$ cat src/rtl/qic_pkg.sv
package qic_pkg;
   localparam int RX_STAT_OFS = 'h240;
   localparam int RX_CLR_OFS  = 'h248;
   localparam int TX_STAT_OFS = 'h250;
   localparam int TX_CLR_OFS  = 'h258;
   localparam int CP_BASE_OFS = 'h300;

   typedef enum logic [1:0] {
      RSEL_ZERO,
      RSEL_RXS,
      RSEL_TXS,
      RSEL_CP
   } rsel_e;
endpackage

$ cat src/rtl/qic_regdec.sv
module qic_regdec #(
   parameter int AW = 12,
   parameter int NQ = 16,
   parameter int QW = 4
) (
   input  logic [AW-1:0]  addr,
   input  logic           wr,
   output qic_pkg::rsel_e rsel,
   output logic           rx_clr_we,
   output logic           cp_we,
   output logic [QW-1:0]  cp_idx
);
   import qic_pkg::*;

   localparam logic [AW-1:0] A_RXS = AW'(RX_STAT_OFS);
   localparam logic [AW-1:0] A_RXC = AW'(RX_CLR_OFS);
   localparam logic [AW-1:0] A_TXS = AW'(TX_STAT_OFS);
   localparam logic [AW-1:0] A_CP0 = AW'(CP_BASE_OFS);
   localparam logic [AW-1:0] A_CPN = AW'(CP_BASE_OFS + 4*NQ);

   logic [AW-1:0] offs;
   logic          cp_hit;

   assign offs   = addr - A_CP0;
   assign cp_hit = (addr >= A_CP0) && (addr < A_CPN) && (addr[1:0] == 2'b00);

   generate
      if (NQ == 1) begin : g_one
         assign cp_idx = '0;
      end else begin : g_many
         assign cp_idx = offs[2 +: QW];
      end
   endgenerate

   assign rx_clr_we = wr && (addr == A_RXC);
   assign cp_we     = wr && cp_hit;

   always_comb begin
      if (addr == A_RXS)      rsel = RSEL_RXS;
      else if (addr == A_TXS) rsel = RSEL_TXS;
      else if (cp_hit)        rsel = RSEL_CP;
      else                    rsel = RSEL_ZERO;
   end
endmodule

$ cat src/rtl/qic_rx_bank.sv
module qic_rx_bank #(
   parameter int NQ = 16
) (
   input  logic          clk,
   input  logic          rst_n,
   input  logic [NQ-1:0] set,
   input  logic          clr_we,
   input  logic [NQ-1:0] clr_mask,
   output logic [NQ-1:0] stat
);
   logic [NQ-1:0] clr_eff;

   assign clr_eff = clr_we ? clr_mask : '0;

   always_ff @(posedge clk or negedge rst_n) begin
      if (!rst_n) stat <= '0;
      else        stat <= (stat & ~clr_eff) | set;
   end
endmodule

$ cat src/rtl/qic_tx_bank.sv
module qic_tx_bank #(
   parameter int NQ = 16,
   parameter int PW = 32,
   parameter int QW = 4
) (
   input  logic          clk,
   input  logic          rst_n,
   input  logic          port_vld,
   input  logic [QW-1:0] port_q,
   input  logic [PW-1:0] port_val,
   input  logic          sw_we,
   input  logic [QW-1:0] sw_q,
   input  logic [PW-1:0] sw_val,
   input  logic [QW-1:0] rd_q,
   output logic [PW-1:0] rd_val,
   output logic [NQ-1:0] stat
);
   logic [PW-1:0] cp_mem [NQ];

   generate
      for (genvar i = 0; i < NQ; i++) begin : g_q
         logic post_hit, ack_hit;
         assign post_hit = port_vld && (port_q == QW'(i));
         assign ack_hit  = sw_we && (sw_q == QW'(i)) && (sw_val == cp_mem[i]);

         always_ff @(posedge clk or negedge rst_n) begin
            if (!rst_n) begin
               cp_mem[i] <= '0;
               stat[i]   <= 1'b0;
            end else if (post_hit) begin
               cp_mem[i] <= port_val;
               stat[i]   <= 1'b1;
            end else if (ack_hit) begin
               stat[i]   <= 1'b0;
            end
         end
      end
   endgenerate

   assign rd_val = cp_mem[rd_q];
endmodule

$ cat src/rtl/qic_top.sv
module qic_top #(
   parameter int AW = 12,
   parameter int DW = 32,
   parameter int NQ = 16,
   parameter int PW = 32,
   localparam int QW = (NQ > 1) ? $clog2(NQ) : 1
) (
   input  logic          clk,
   input  logic          rst_n,
   input  logic          reg_wr,
   input  logic          reg_rd,
   input  logic [AW-1:0] reg_addr,
   input  logic [DW-1:0] reg_wdata,
   output logic [DW-1:0] reg_rdata,
   input  logic [NQ-1:0] rx_evt,
   input  logic          port_cp_vld,
   input  logic [QW-1:0] port_cp_q,
   input  logic [PW-1:0] port_cp_val,
   output logic          irq
);
   import qic_pkg::*;

   generate
      if (NQ < 1 || NQ > 16) begin : g_bad_nq
         $error("qic_top: NQ must be 1..16");
      end
      if (DW < PW || PW < 1) begin : g_bad_pw
         $error("qic_top: PW must be 1..DW");
      end
      if (CP_BASE_OFS + 4*NQ > (1 << AW)) begin : g_bad_aw
         $error("qic_top: AW too small for the pointer window");
      end
   endgenerate

   rsel_e         rsel;
   logic          rx_clr_we, cp_we;
   logic [QW-1:0] cp_idx;
   logic [NQ-1:0] rx_stat, tx_stat;
   logic [PW-1:0] cp_rd_val;
   logic [DW-1:0] rd_mux;

   qic_regdec #(.AW(AW), .NQ(NQ), .QW(QW)) u_dec (
      .addr(reg_addr), .wr(reg_wr), .rsel(rsel),
      .rx_clr_we(rx_clr_we), .cp_we(cp_we), .cp_idx(cp_idx)
   );

   qic_rx_bank #(.NQ(NQ)) u_rx (
      .clk(clk), .rst_n(rst_n), .set(rx_evt),
      .clr_we(rx_clr_we), .clr_mask(reg_wdata[NQ-1:0]), .stat(rx_stat)
   );

   qic_tx_bank #(.NQ(NQ), .PW(PW), .QW(QW)) u_tx (
      .clk(clk), .rst_n(rst_n),
      .port_vld(port_cp_vld), .port_q(port_cp_q), .port_val(port_cp_val),
      .sw_we(cp_we), .sw_q(cp_idx), .sw_val(reg_wdata[PW-1:0]),
      .rd_q(cp_idx), .rd_val(cp_rd_val), .stat(tx_stat)
   );

   always_comb begin
      unique case (rsel)
         RSEL_RXS: rd_mux = DW'(rx_stat);
         RSEL_TXS: rd_mux = DW'(tx_stat);
         RSEL_CP:  rd_mux = DW'(cp_rd_val);
         default:  rd_mux = '0;
      endcase
   end

   always_ff @(posedge clk or negedge rst_n) begin
      if (!rst_n) begin
         reg_rdata <= '0;
         irq       <= 1'b0;
      end else begin
         if (reg_rd) reg_rdata <= rd_mux;
         irq <= |{rx_stat, tx_stat};
      end
   end
endmodule

$ cat config.mk
export PLATFORM = sky130hd
export DESIGN_NAME = qic_top
export DESIGN_NICKNAME = d
export VERILOG_FILES = /design/src/rtl/qic_pkg.sv /design/src/rtl/qic_regdec.sv /design/src/rtl/qic_rx_bank.sv /design/src/rtl/qic_tx_bank.sv /design/src/rtl/qic_top.sv
export SDC_FILE = /design/constraint.sdc
export NUM_CORES = 1
export LEC_CHECK = 0
export BUFFER_PORTS_ARGS = -buffer_cell sky130_fd_sc_hd__buf_2
export CORE_AREA = 4 4 312 314
export DETAILED_ROUTE_END_ITERATION = 6
export DIE_AREA = 0 0 316 318
export GPL_ROUTABILITY_DRIVEN = 1
export MAX_ROUTING_LAYER = met4
export PLACE_DENSITY = 0.57
export SLEW_MARGIN = 20
export SYNTH_ARGS = -nofsm -noshare
export SYNTH_HDL_FRONTEND = slang
export SYNTH_SLANG_ARGS = --single-unit
$ cat constraint.sdc
create_clock -name clk -period 3.3 [get_ports clk]
set_input_delay 0.66 -clock clk [delete_from_list [all_inputs] [get_ports clk]]
set_output_delay 0.66 -clock clk [all_outputs]
set_load 0.02 [all_outputs]
==> metrics <==
final setup fails 0; PD cells 670.3 nW/µm²; crit share post-route 0.9083; Tmin final 2998 ps; CTS tree built; Post-Place Setup Slack -348.2 ps; first-pass GRT wire length 193.3 mm; YS warnings 0; post-synthesis mux area share 0.2786; Die Width about 320 µm; status completed; Port Buffers 133; combinational family with the most area after synthesis multiplexers; unrepaired setup endpoints after global routing no; 1st-iter DRT viols 2,575; Fill cells 8,983; hpwl dp about 110 mm; # DRC 0; dpl cell area 34,670 µm²; R2R cell count 5; fmax between 300 and 400 MHz; Crit Path Max Fanout 11; VDD IR max 0.3094 mV; H-tree levels 3; max_slew headroom 0.3265; CTS Buffer Depth 3; worst-margin pin slew roughly 1000 ps; Final Core Density 0.3907; CTS buffer count 69; hold_buf cts 0; io pins 134; Nets 2,754; GP Congestion about 1; worst hold margin 46.62 ps; share of cells above drive strength 1 0.3766; Synth Net Count 2,608; root buffer cell clkbuf_16; XOR/XNOR Fraction of Synth Area 0.1406; Syn-to-layout area delta 15.84%; largest net degree at the start of global routing 68; Main synth FF type dfrtp_1; initial antenna violation count 11; Sink Count 577; Hold Path Class primary input to async pin; Die Height 318 µm; num rows around 110; Final ANT Viol Nets 0; Initial Util 0.3373; Fin. Hold Viols 0; Mapped Avg Cell Area 12.73 µm²; synth unique cells 45; post-synthesis compound-gate area fraction 0.03443; cell count after synthesis 2,507; area leader, netlist dfrtp_1; Seq/Total Area, Yosys 0.4526; Post-Syn Area 31,900 µm²; GRT Util Overall 0.2823; Gates resized, CTS repair 0; Leak Pwr approximately 15 nW; most frequent cells in the layout 577 x dfrtp_1, 512 x mux2_2, 262 x xnor2_1; Worst-path clk slew roughly 60 ps; simple-gate share of the synthesized area 0.05883; Final WS setup slightly above 300 ps; Setup CP Type primary input to flip-flop; FF+latch area ~14,000 µm²; clk_skew 37.36 ps; Core ar. 94,590 µm²; Yosys top cell area share 0.4526; Critical Path Source Type primary input; Post-synth EDFFs 0; Adder-Cell Fraction of Synth Area 0; via count between 20,000 and 25,000; TritonRoute pass-1 iters 6; DRT Wirelength 139.6 mm; multi-input logic area around 16,000 µm²; grt total ovfl 0; post-synthesis async set-or-reset flop share 1.000; vias in the first global route 23,509; commonest non-fill, non-tap cell in the layout dfrtp_1; die area 100,500 µm²; # Post-CTS Setup Buffers 0; Pins Over Slew Limit 0; vias per inst 5.772; worst-skew pair later-pin latency approximately 640 ps; CP Data Required Time 3780 ps; leading post-synthesis cells by cell area dfrtp_1 45%, mux2_2 18%, xnor2_1 7.2%; Synth Register Bits just under 600; endpoint class of the critical path flip-flop; final instance area 36,960 µm²; max_cap viols 0; WP data arrival 3480 ps; DR WL/cell 35.13 µm
==> power by group <==
part | switching [mW] | internal [mW] | leakage (nW)
registers | 1.77 | 8.58 | 7.04
logic | 3.53 | 3.03 | 7.19
clock network | 3.21 | 4.65 | 1.12
==> cells in the mapped netlist (17+ instances only) <==
master    count
a22oi_1      32
buf_1        17
buf_2        81
clkbuf_1     93
dfrtp_1     577
inv_1        18
mux2_2      512
mux2i_1      96
mux4_2       96
nand2_1      74
nand2b_1     20
nand3_1      27
nand4_1      69
nor2_1       24
nor4_1       92
o211ai_1     32
xnor2_1     262
xor2_1      250
==> layout make-up <==
| cell class | instances | area share |
|---|---|---|
| sequential | 577 | 0.3907 |
| inverter | 18 | 0.001828 |
| tap | 1265 | 0.04283 |
| clock buffer | 106 | 0.05623 |
| clock inverter | 15 | 0.005315 |
| timing repair buffer | 284 | 0.05782 |
| antenna | 7 | 0.0004740 |
| multi-input combinational | 1703 | 0.4448 |
==> sequential cells by signal, indices dropped and copies added (netlist names) <==
register	flops
u_rx.stat	16
irq	1
reg_rdata	32
u_tx.stat	16
u_tx.cp_mem	512
==> critical path, cell delays in order <==
cell and delay [ps]:
buf_2 330, buf_4 350, xor2_1 130, nor4_1 710
nand4_1 220, nor4_1 890, a31oi_1 170
==> layer usage <==
| metal | track usage | share of wire | vias to the layer above |
|---|---|---|---|
| met5 | - | 0 | - |
| met4 | 0.1607 | 0.070 | 0 |
| met3 | 0.04155 | 0.071 | 285 |
| met2 | 0.4113 | 0.44 | 1178 |
| met1 | 0.3758 | 0.42 | 12153 |
| li1 | - | - | 9326 |
==> metrics by stage <==
step / instances / power, mW / setup TNS, ps
global placement: 3847 / 16.74 / -381.5
floorplan: 2507 / 13.64 / 0
detailed placement: 3847 / 16.84 / -348.2
CTS: 3968 / 24.70 / 0
global route: 3973 / 25.46 / 0
finish: 3975 / 24.77 / 0
==> cell families after synthesis <==
kind of cell           count (synthesis)
multiplexers                         704
flip-flops                           577
XOR/XNOR                             512
AND/OR/NAND/NOR                      338
buffers and inverters                227
AO/OA/AOI/OAI                        149
==> worst paths after layout <==
kind | startpoint | end | slack, ps
worst max-delay path | reg_wdata[14] | u_tx.stat[6]$_DFFE_PN0P_ | 300
worst min-delay path | rst_n | u_tx.cp_mem[246]$_DFFE_PN0P_ | 50
worst max register to register | u_tx.cp_mem[302]$_DFFE_PN0P_ | u_tx.stat[6]$_DFFE_PN0P_ | 520
worst min register to register | reg_rdata[11]$_DFFE_PN0P_ | reg_rdata[11]$_DFFE_PN0P_ | 510
max in group asynchronous | rst_n | u_tx.cp_mem[106]$_DFFE_PN0P_ | 2330
min in group clk | rx_evt[1] | u_rx.stat[1]$_DFF_PN0_ | 200
(Power assumes the default switching activity.)
